## config.mk

```make
export PLATFORM = sky130hd
export DESIGN_NAME = strap_pad_ctrl
export DESIGN_NICKNAME = d
export VERILOG_FILES = /design/src/rtl/strap_pkg.sv /design/src/rtl/strap_capture.sv /design/src/rtl/pad_ctrl.sv /design/src/rtl/strap_pad_ctrl.sv
export SDC_FILE = /design/constraint.sdc
export NUM_CORES = 1
export LEC_CHECK = 0
export ABC_AREA = 1
export BUFFER_PORTS_ARGS = -buffer_cell sky130_fd_sc_hd__buf_2
export CAP_MARGIN = 20
export CORE_AREA = 2 2 39 41
export CTS_CLUSTER_SIZE = 25
export DETAILED_ROUTE_END_ITERATION = 12
export DIE_AREA = 0 0 41 43
export HOLD_SLACK_MARGIN = 0.05
export SYNTH_ARGS = -nofsm -noshare
export SYNTH_HDL_FRONTEND = slang
export SYNTH_SLANG_ARGS = --single-unit
```

## constraint.sdc

```tcl
create_clock -name clk -period 0.87 [get_ports clk]
set_clock_uncertainty 0.1 [all_clocks]
set_input_delay 0.0435 -clock clk [delete_from_list [all_inputs] [get_ports clk]]
set_output_delay 0.0435 -clock clk [all_outputs]
set_load 0.1 [all_outputs]
```

## src/rtl/strap_pkg.sv

```systemverilog
package strap_pkg;
  localparam int unsigned NUM_PADS = 2;
  localparam int unsigned POL_PAD  = 0;
  localparam int unsigned CLK_PAD  = 1;

  // Pad 1 may float only when the core is idle, asleep and interrupt 2 is quiet.
  function automatic logic park_allowed(input logic idle, input logic irq2, input logic sleep);
    return idle & ~irq2 & sleep;
  endfunction

  // Strap 1: LED driven active high; strap 0: data inverted.
  function automatic logic ir_polarize(input logic raw, input logic active_high);
    return active_high ? raw : ~raw;
  endfunction
endpackage

```

## src/rtl/strap_capture.sv

```systemverilog
module strap_capture #(
  parameter int unsigned WIDTH  = 2,
  parameter int unsigned STAGES = 2
) (
  input  logic             clk,
  input  logic             rst_n,
  input  logic [WIDTH-1:0] pad_lvl,
  output logic [WIDTH-1:0] strap_q,
  output logic             sampling
);
  logic [WIDTH-1:0] stage_q [STAGES];

  always_ff @(posedge clk) stage_q[0] <= pad_lvl;

  for (genvar s = 1; s < STAGES; s++) begin : g_sync
    always_ff @(posedge clk) stage_q[s] <= stage_q[s-1];
  end

  assign sampling = ~rst_n;

  // Follow the synchronized level throughout reset; freeze once released.
  always_ff @(posedge clk) begin
    if (sampling) strap_q <= stage_q[STAGES-1];
  end
endmodule

```

## src/rtl/pad_ctrl.sv

```systemverilog
module pad_ctrl #(
  parameter bit PULL_UP  = 1'b1,
  parameter bit PARKABLE = 1'b0
) (
  input  logic rst_n,
  input  logic addr_bit,
  input  logic park_req,
  output logic oe,
  output logic dout,
  output logic pu,
  output logic pd
);
  logic park_ok;

  assign park_ok = PARKABLE ? park_req : 1'b0;
  assign oe      = rst_n & ~park_ok;
  assign dout    = rst_n & addr_bit;
  assign pu      = PULL_UP  & ~rst_n;
  assign pd      = ~PULL_UP & ~rst_n;
endmodule

```

## src/rtl/strap_pad_ctrl.sv

```systemverilog
module strap_pad_ctrl
  import strap_pkg::*;
#(
  parameter int unsigned SYNC_STAGES = 2
) (
  input  logic                clk,
  input  logic                rst_n,
  input  logic [NUM_PADS-1:0] pad_in,
  input  logic [NUM_PADS-1:0] addr_bits,
  input  logic                cpu_idle,
  input  logic                irq2_active,
  input  logic                sleep_req,
  input  logic                ir_tx_raw,
  output logic [NUM_PADS-1:0] pad_oe,
  output logic [NUM_PADS-1:0] pad_do,
  output logic [NUM_PADS-1:0] pad_pu,
  output logic [NUM_PADS-1:0] pad_pd,
  output logic                ext_clk_mode,
  output logic                ir_active_high,
  output logic                ir_tx_out
);
  logic [NUM_PADS-1:0] strap_q;
  logic                sampling;
  logic                park_evt;

  strap_capture #(.WIDTH(NUM_PADS), .STAGES(SYNC_STAGES)) u_cap (
    .clk      (clk),
    .rst_n    (rst_n),
    .pad_lvl  (pad_in),
    .strap_q  (strap_q),
    .sampling (sampling)
  );

  assign ext_clk_mode   = strap_q[CLK_PAD];
  assign ir_active_high = strap_q[POL_PAD];
  assign park_evt       = rst_n & ext_clk_mode & park_allowed(cpu_idle, irq2_active, sleep_req);
  assign ir_tx_out      = ir_polarize(ir_tx_raw, ir_active_high);

  for (genvar p = 0; p < NUM_PADS; p++) begin : g_pad
    pad_ctrl #(
      .PULL_UP  (p == POL_PAD),
      .PARKABLE (p == CLK_PAD)
    ) u_pad (
      .rst_n    (rst_n),
      .addr_bit (addr_bits[p]),
      .park_req (park_evt),
      .oe       (pad_oe[p]),
      .dout     (pad_do[p]),
      .pu       (pad_pu[p]),
      .pd       (pad_pd[p])
    );
  end
endmodule


```

* Word level (Yosys, flattened, before mapping) *
Memories as Yosys holds them, arrays and structs flattened. A register that Yosys moved wholly into a read port is not among the register bits.
Index checks and enable logic that the tools add are counted.

cells by class
  bitwise gates (word level) = 11
  reduce and logical (&&, ||, !) cells = 1
  multiplexer cells = 1

operators by type and width
  kind               number
  1-bit bitwise AND  7
  1-bit NOT          4
  1-bit logical NOT  1
  1-bit two-way mux  1

storage, ports and cells
  RAM bits = 4
  register bits = 0
  bits of input ports = 10
  memories kept = 1

memory list
  name           words  width  read ports  clocked after Yosys merged registers in  wr ports  RTL line             RTL
  u_cap.stage_q  2      2      2           1                                        2         strap_capture.sv:11  logic [WIDTH-1:0] stage_q [STAGES];

* Depth between registers and ports, before layout *
Gate-level depths: netlist of run 1.

  depth in word-level cells = 6
  gate-level depth with buffers = 5
  depth with buffers taken out = 4

* Modules after synthesis *
Synthesis of run 1 repeated with hierarchy kept, for this count alone.

second synthesis, totals
  cells, all modules = 28
  area, all modules = 237.7 sq um

by module, submodules not included
  module                      cells each  instances  area an instance (sq um)
  strap_capture               7           1          143.9
  strap_pad_ctrl              9           1          35.0
  pad_ctrl at g_pad[0].u_pad  6           1          30.0
  pad_ctrl at g_pad[1].u_pad  6           1          28.8

* Worst setup path before layout of run 1 *
No wires, ideal clock.

  kind = register to output
  start point = register u_cap.strap_q[0], read port of u_cap.stage_q
  end point = output ir_tx_out
  slack = -1797 ps
  data arrival time = 2524 ps
  cell stages (with the launch flop) = 2
  buffers on the path = 0
  cell sequence = edfxtp_1 xnor2_1

on the way
  cells in the longest elaborated chain, start to end = 1

ends and longest elaborated chain
  what               RTL line              RTL
  start, declared    strap_capture.sv:8    output logic [WIDTH-1:0] strap_q,
  1-bit two-way mux  strap_pkg.sv:13       return active_high ? raw : ~raw;
  end, declared      strap_pad_ctrl.sv:20  output logic ir_tx_out

No other way between the ends.

* Worst setup path after layout of run 1 *
Same ends and word-level chain as after synthesis.

==> metrics.md, run 1 <==
| Metric | Value |
|---|---|
| Status | complete, but fails checks |
| Failing checks | negative setup slack |
| Yosys top cell area share | between 30 and 40% |
| Synthesized area per cell | 9.62 sq um |
| Pwr dens | around 1900 nW/um^2 |
| Fmax | 813 MHz |
| WL final | 407 um |
| Critical Path Source | u_cap.strap_q[0] |
| Post-DP HPWL | 312 um |
| Clk pin slew, worst setup/hold paths | 50 ps |
| DRC | 0 |
| Worst Setup EP | ir_tx_out |
| Critical path's top delay family | flip-flops |
| HP Class | in2reg |
| CP bufs+invs | 1 |
| Met2 usage | 10.3% |
| Non-filler instance count after layout | 62 |
| Vias in the first global route | 214 |
| Crit. path cell count | 2 |
| Delay of the slowest critical-path stage | approximately 460 ps |
| Yosys Warn Count | 0 |
| Initial DRC count | 2 |
| Port Buffers | 18 |
| Drt wl/cell | 6.56 um |
| Crit path arrival time | approximately 1100 ps |
| CP Launch Type | flop |
| Crit-path slowest cell | edfxtp_1 |
| Latest clock arrival within the worst-skew pair | 240 ps |
| Critical path class | reg2out |
| Max H-tree Level | 1 |
| Final Util | 38.5% |
| Vias post-DR | 205 |
| Hold violation total from the final report | 0 |
| Most frequent cells after synthesis | buf_4 (8), dfxtp_1 (4), nand2_1 (4) |
| VDD IR max | 1150 uV |
| Placed Cells | 55 |
| Max-Cap Viols | 0 |
| Met1 Resource Use GR | between 5 and 6% |
| Biggest area consumer among synthesized cells | dfxtp_1 |
| Die area | 1760 sq um |
| Max-slew violations | 0 |
| Initial Utilization | 18.1% |
| Antenna diodes | 0 |
| Antenna violations before repair | 0 |
| All-Layer GR Usage | 6.47% |
| CTS root buf | clkbuf_4 |
| Endpoint class of the critical path | output pin |
| GRT overflow | 0 |
| Crit path time final | roughly 1200 ps |
| Reg2Reg Setup Slack | 240 ps |
| Die height | 43 um |
| Most frequent cell after synthesis | buf_4 |
| Post-route setup slack | -361 ps |
| Worst reg-to-reg path cell count | 0 |
| RSZ-0062 raised after global routing | yes |
| TritonCTS clock tree | done |
| Clock buffer depth | 2 |
| Num CTS Buffers | 3 |
| Cells along the critical path | xnor2_4 -> buf_12 |
| CORE AREA | 1380 sq um |
| Cell Rows | 14 |
| Seq/Total Area, Yosys | 56.0% |
| Via density | 3.31 |
| Pleak | 0.264 nW |
| Reg-to-reg startpoint | u_cap.stage_q[1][0] |
| RR Endpoint | u_cap.strap_q[0] |
| Post-Synthesis Cells | 26 |
| Area growth from synthesis to final layout | 113% |
| Cell Area, Synth | approximately 250 sq um |
| Clock sink count | 6 |
| Met3 global-route usage | approximately 6.3% |
| Die X | about 40 um |
| Antenna Nets Post-Route | 0 |
| Data required, critical path | 730 ps |
| Share of layout cells above drive strength 1 | 58.7% |
| Final Cycle Share | 141% |
| #FFs+latches synth | 6 |
| Distinct cell type count after synthesis | 9 |
| Top cells by area, synth | dfxtp_1 (32%), buf_4 (24%), edfxtp_1 (24%) |
| Layout Nets | 57 |
| IO Count | 21 |
| Detailed Routing Iterations Pass 1 | 2 |
| Async SR Flop Fraction | 0% |
| First-pass GRT wire length | 731 um |
| Busiest metal layer after global routing | met2 |
| Final setup viols | 4 |
| Crit-path max FO | 2 |
| Ys flop type | dfxtp_1 |
| Post-synth EDFFs | 2 |
| Pin count of the biggest net entering global routing | 6 |
| GPL Wtd Cong | 0.574 |
[cell type report]
| type | count | area [sq um] |
|---|---|---|
| clock buffer | 4 | 26.3 |
| fill | 133 | 851 |
| inverter | 4 | 15.0 |
| multi-input combinational | 9 | 60.1 |
| sequential | 6 | 140 |
| tap | 16 | 20.0 |
| timing repair buffer | 23 | 272 |
[repair_timing]
| item | in CTS | in global routing |
|---|---|---|
| endpoints found under the setup margin | 4 | 4 |
| resized for setup | 2 | 0 |
| endpoints found under the hold margin | 2 | 0 |
| hold buffers | 2 | 0 |
| setup buffers | 0 | 1 |
| pin swaps | 1 | 1 |
[worst min-delay path by stage]
stage,startpoint,cells after the start,end,slack [ps]
finish,rst_n,2,u_cap.strap_q[1],120
global route,rst_n,2,u_cap.strap_q[1],120
CTS,rst_n,2,u_cap.strap_q[1],110
detailed placement,pad_in[0],1,u_cap.stage_q[0][0],50
global placement,pad_in[1],1,u_cap.stage_q[0][1],50
floorplan,pad_in[0],0,u_cap.stage_q[0][0],-30
[metal layers]
metal	vias up	wire length, um
li1	106	-
met1	83	139
met2	16	214
met3	0	53
met4	0	0
met5	-	0
[metrics by stage]
step	hold WS, ps	TNS, ps	instance area (sq um)	total power, mW	setup WS [ps]
2_1_floorplan	-28.8	-1940	277	0.594	-845
3_3_place_gp	45.6	-252	473	0.708	-102
3_5_place_dp	47.1	-268	473	0.710	-104
4_1_cts	112	-1310	526	1.01	-379
5_1_grt	118	-1550	533	1.05	-413
6_report	120	-1310	533	0.988	-361
[cells in the final DEF, fill, tap and decap left out, types with 2 or more instances in the layout]
cell,n
buf_12,9
buf_2,9
buf_4,2
clkbuf_4,3
conb_1,2
dfxtp_1,4
dlygate4sd3_1,2
edfxtp_1,2
inv_1,3
nand2_1,4
[cell families (layout without fill, tap and decap cells)]
| group | after synthesis | after routing | synth area share (%) |
|---|---|---|---|
| XOR/XNOR | 1 | 1 | 3.50 |
| buffers and inverters | 12 | 31 | 30.0 |
| flip-flops | 6 | 6 | 56.0 |
| other | 1 | 2 | 1.50 |
| AND/OR/NAND/NOR | 6 | 6 | 9.00 |
[registers in the layout, indices dropped and copies added (netlist names)]
| name | flops |
|---|---|
| u_cap.stage_q | 4 |
| u_cap.strap_q | 2 |
[report_power, final]
group | total (mW) | leakage [nW] | switching [mW] | internal (mW)
clock | 0.271 | 0.0150 | 0.0973 | 0.173
combinational | 0.403 | 0.195 | 0.265 | 0.139
sequential | 0.313 | 0.0533 | 0.00691 | 0.306
total | 0.988 | 0.264 | 0.369 | 0.619
Note: power is estimated with default switching activity, not from simulation.
==> run 2, diff against run 1 <==
- CTS_BUF_LIST: not set -> sky130_fd_sc_hd__clkbuf_4 sky130_fd_sc_hd__clkbuf_8
==> metrics.md, run 2 (synthesis results as in run 1) <==
| Metric | Value |
|---|---|
| Via density | about 3.3 |
| Die area | 1760 sq um |
| CP Launch Type | flop |
| Initial DRC count | 2 |
| Final Util | 38.8% |
| WL final | 428 um |
| CORE AREA | 1380 sq um |
| Area growth from synthesis to final layout | 115% |
| IO Count | 21 |
| Vias in the first global route | around 210 |
| Clock buffer depth | 2 |
| Clock sink count | 6 |
| Fmax | 814 MHz |
| Pin count of the biggest net entering global routing | 6 |
| Max-Cap Viols | 0 |
| Crit path arrival time | 1090 ps |
| Num CTS Buffers | 3 |
| Cell Rows | 14 |
| Max H-tree Level | 1 |
| Placed Area | between 400 and 500 sq um |
| Largest register FFs | 4 |
| Latest clock arrival within the worst-skew pair | approximately 240 ps |
| Antenna violations before repair | 0 |
| Critical path class | reg2out |
| RSZ-0062 raised after global routing | yes |
| GPL Wtd Cong | 0.574 |
| Final setup viols | 4 |
| Clk pin slew, worst setup/hold paths | around 50 ps |
| CTS root buf | clkbuf_4 |
| All-Layer GR Usage | 6.47% |
| Biggest regs | u_cap.stage_q: 4 flops, u_cap.strap_q: 2 flops |
| Crit-path max FO | 2 |
| Cells along the critical path | xnor2_4 -> buf_12 |
| Commonest non-fill, non-tap cells in the layout | buf_2 (9), buf_12 (9), nand2_1 (4), clkbuf_4 (4), dfxtp_1 (4) |
| Data required, critical path | 730 ps |
| Max-slew violations | 0 |
| Endpoint class of the critical path | output pin |
| GRT overflow | 0 |
| Most flop-heavy register | u_cap.stage_q |
| DRC | 0 |
| Crit-path slowest cell | edfxtp_1 |
| Post-route cell area | 537 sq um |
| DP Worst Slack | -104 ps |
| Layout Nets | 57 |
| Critical path's top delay family | flip-flops |
| Die height | 43 um |
| Initial Utilization | about 18% |
| Antenna Nets Post-Route | 0 |
| Crit path time final | 1230 ps |
| Pleak | 0.267 nW |
| Placed Cells | 55 |
| Status | complete, but fails checks |
| First-pass GRT wire length | 731 um |
| Non-filler instance count after layout | 62 |
| Port Buffers | 18 |
| Post-Route Setup TNS | -1330 ps |
| Drt wl/cell | 6.90 um |
| CP bufs+invs | 1 |
| Final Cycle Share | 141% |
| Die X | 41 um |
| TritonCTS clock tree | done |
| Detailed Routing Iterations Pass 1 | 2 |
| Delay of the slowest critical-path stage | 460 ps |
| Share of layout cells above drive strength 1 | 60.9% |
| Vias post-DR | 207 |
| Hold violation total from the final report | 0 |
| HP Class | in2reg |
| VDD IR max | 1160 uV |
| Post-route setup slack | -359 ps |
| Pwr dens | between 1500 and 2000 nW/um^2 |
| Post-DP HPWL | 312 um |
| Failing checks | negative setup slack |
| Antenna diodes | 0 |
-- run 2: cell counts in the layout (fill, tap and decap cells not counted) --
No cell type changed its count.
-- run 2: area by class of cell --
cell class	instances	area [sq um]
Timing Repair Buffer	23	272
Sequential cell	6	140
Multi-Input combinational cell	9	60.1
Clock buffer	4	30.0
Inverter	4	15.0
Fill cell	129	847
Tap cell	16	20.0
-- run 2: routing by layer --
metal	GRT usage, %	routed length (um)	vias to the layer above
li1	-	-	106
met1	5.26	139	85
met2	10.3	234	16
met3	6.28	53	0
met4	2.00	0	0
met5	0	0	-
-- run 2: final timing paths --
| check | start | to | slack [ps] | depth (start not counted) |
|---|---|---|---|---|
| max | u_cap.strap_q[0] | ir_tx_out | -360 | 2 |
| min | rst_n | u_cap.strap_q[1] | 120 | 2 |
| max reg2reg | u_cap.stage_q[1][0] | u_cap.strap_q[0] | 240 | 0 |
| min reg2reg | u_cap.stage_q[0][0] | u_cap.stage_q[1][0] | 210 | 0 |
-- run 2: power by group --
| group | switching, mW | leakage (nW) | total [mW] | internal, mW |
|---|---|---|---|---|
| Clock | 0.0992 | 0.0184 | 0.304 | 0.205 |
| Combinational | 0.265 | 0.195 | 0.404 | 0.139 |
| Sequential | 0.00701 | 0.0533 | 0.313 | 0.306 |
| Total | 0.371 | 0.267 | 1.02 | 0.650 |
-- run 2: repair_timing --
| item | in CTS | in global routing |
|---|---|---|
| endpoints found under the hold margin | 2 | 0 |
| pin swaps | 1 | 1 |
| hold buffers | 2 | 0 |
| resized for setup | 2 | 0 |
| endpoints found under the setup margin | 4 | 4 |
| setup buffers | 0 | 1 |
-- run 2: stage by stage --
step	total power, mW	hold WS [ps]
floorplan	0.594	-28.8
global placement	0.708	45.6
detailed placement	0.710	47.1
CTS	1.03	114
global route	1.08	118
finish	1.02	120
==> run 3, diff against run 2 <==
- SYNTH_HIERARCHICAL: not set -> 1
==> metrics.md, run 3 <==
| Metric | Value |
|---|---|
| Crit path arrival time | 1050 ps |
| GPL Wtd Cong | 0.601 |
| Antenna Nets Post-Route | 0 |
| Fmax | 840 MHz |
| Area occupied by multi-input gates | 71.3 sq um |
| Yosys Warn Count | 6 |
| Register area | about 140 sq um |
| Die area | approximately 1800 sq um |
| Clock buffer depth | 2 |
| Total Power | ~0.95 mW |
| Failing checks | negative setup slack |
| Post-DP HPWL | 447 um |
| All-Layer GR Usage | just under 7% |
| Vias in the first global route | 195 |
| Post-synth EDFFs | 2 |
| Final setup viols | 4 |
| VDD IR max | 889 uV |
| Layout Nets | 63 |
| Vias post-DR | 219 |
| Data required, critical path | 730 ps |
| Max-Cap Viols | 0 |
| Delay of the slowest critical-path stage | 410 ps |
| Share of layout cells above drive strength 1 | 56.9% |
| Post-CTS sizing | 0 |
| TritonCTS clock tree | done |
| HP Class | in2reg |
| Biggest area consumer among synthesized cells | dfxtp_1 |
| HP Start | rst_n |
| RSZ-0062 raised after global routing | yes |
| Async SR Flop Fraction | 0% |
| Latest clock arrival within the worst-skew pair | 240 ps |
| Crit-path max FO | 3 |
| Biggest regs | u_cap/stage_q: 4 flops, u_cap/strap_q: 2 flops |
| Status | complete, but fails checks |
| Hold violation total from the final report | 0 |
| CORE AREA | 1380 sq um |
| Cells along the critical path | inv_1 -> nand2_2 -> nand2_8 -> buf_12 |
| Endpoint class of the critical path | output pin |
| Crit-path slowest cell | edfxtp_1 |
| Port Buffers | 18 |
| Detailed Routing Iterations Pass 1 | 2 |
| Max H-tree Level | 1 |
| Synth Net Count | 38 |
| Critical Path Source | u_cap/strap_q[0] |
| Via density | around 3.3 |
| Most frequent cell after synthesis | inv_1 |
| Final Cycle Share | 137% |
| Seq/Total Area, Yosys | 58.9% |
| Most frequent cells after synthesis | inv_1 (7), nand2_1 (6), dfxtp_1 (4) |
| Critical path class | reg2out |
| Die X | 41 um |
| DP Worst Slack | -80.0 ps |
| Pleak | 0.285 nW |
| Largest register FFs | 4 |
| Post-route setup slack | -321 ps |
| Critical path's top delay family | flip-flops |
| Initial Utilization | 17.2% |
| Ys flop type | dfxtp_1 |
| Distinct cell type count after synthesis | 10 |
| Cell Rows | 14 |
| IO Count | 21 |
| DRC | 0 |
| Crit path time final | 1190 ps |
| Pin count of the biggest net entering global routing | 8 |
| Placed Cells | 62 |
| Pwr dens | between 1500 and 2000 nW/um^2 |
| CP Launch Type | flop |
| Die height | about 43 um |
| CTS root buf | clkbuf_4 |
| Most flop-heavy register | u_cap/stage_q |
| First-pass GRT wire length | ~760 um |
| Clock sink count | 6 |
| Area growth from synthesis to final layout | 132% |
| Yosys top cell area share | 33.7% |
| Commonest non-fill, non-tap cells in the layout | buf_2 (9), buf_12 (9), inv_1 (7) |
| Antenna diodes | 0 |
| Max-slew violations | 0 |
| WL final | about 500 um |
| Initial DRC count | 1 |
| CP bufs+invs | 2 |
| Antenna violations before repair | 0 |
| Post-Synthesis Cells | 28 |
| Reg-to-reg startpoint | u_cap/stage_q[1][0] |
| Cell Area, Synth | around 240 sq um |
| #FFs+latches synth | 6 |
| Synthesized area per cell | 8.49 sq um |
| Clk pin slew, worst setup/hold paths | ~40 ps |
| Top cells by area, synth | dfxtp_1 (34%), edfxtp_1 (25%), inv_1 (11%) |
| Hold WS | between 70 and 80 ps |
| GRT overflow | 0 |
| Non-filler instance count after layout | 67 |
| Fill cells | 138 |
| Drt wl/cell | about 7.4 um |
| Num CTS Buffers | 3 |
-- run 3: cell count changes in the layout (fill, tap and decap cells not counted), sizes merged --
cell	delta
nand3	+1
inv	+4
clkbuf	-1
xnor2	-1
nand2	+2
-- run 3: area by class of cell --
type                       count  area share [%]
timing repair buffer          23            48.5
multi-input combinational     11            12.9
clock buffer                   3            4.08
inverter                       8            5.44
tap                           16            3.63
sequential                     6            25.4
-- run 3: per-layer routing --
layer	part of all wire [%]	global-route usage (%)
met1	31	6.56
met2	64	11.3
met3	5.8	1.57
met4	0	6.00
met5	0	0
-- run 3: where the power goes --
| group | switching [mW] | internal (mW) | leakage, nW |
|---|---|---|---|
| clock | 0.0863 | 0.155 | 0.0138 |
| sequential | 0.00506 | 0.307 | 0.0533 |
| combinational | 0.264 | 0.131 | 0.218 |
-- run 3: final timing paths --
check,end,slack [ps],depth (start not counted)
worst max-delay path,ir_tx_out,-320,4
worst min-delay path,u_cap/strap_q[1],70,2
worst max register to register,u_cap/strap_q[0],240,0
worst min register to register,u_cap/stage_q[1][0],220,0
-- run 3: timing repair --
action / in CTS / in global routing
endpoints found under the hold margin: 2 / 0
pin swaps: 2 / 1
endpoints found under the setup margin: 4 / 4
setup buffers: 0 / 0
hold buffers: 2 / 0
-- run 3: kinds of logic (layout without fill, tap and decap cells) --
kind of cell | count (synthesis) | after routing | share of synthesized area [%]
buffers and inverters | 11 | 34 | 22.1
DFF | 6 | 6 | 58.9
other | 2 | 2 | 3.16
and+or+nand+nor | 9 | 9 | 15.8
-- run 3: stage by stage --
step,TNS [ps],util [%],instance area [sq um]
floorplan,-1820,-,264
global placement,-129,36.8,509
detailed placement,-143,36.8,509
CTS,-1140,39.9,552
global route,-1250,39.9,552
finish,-1060,39.9,552
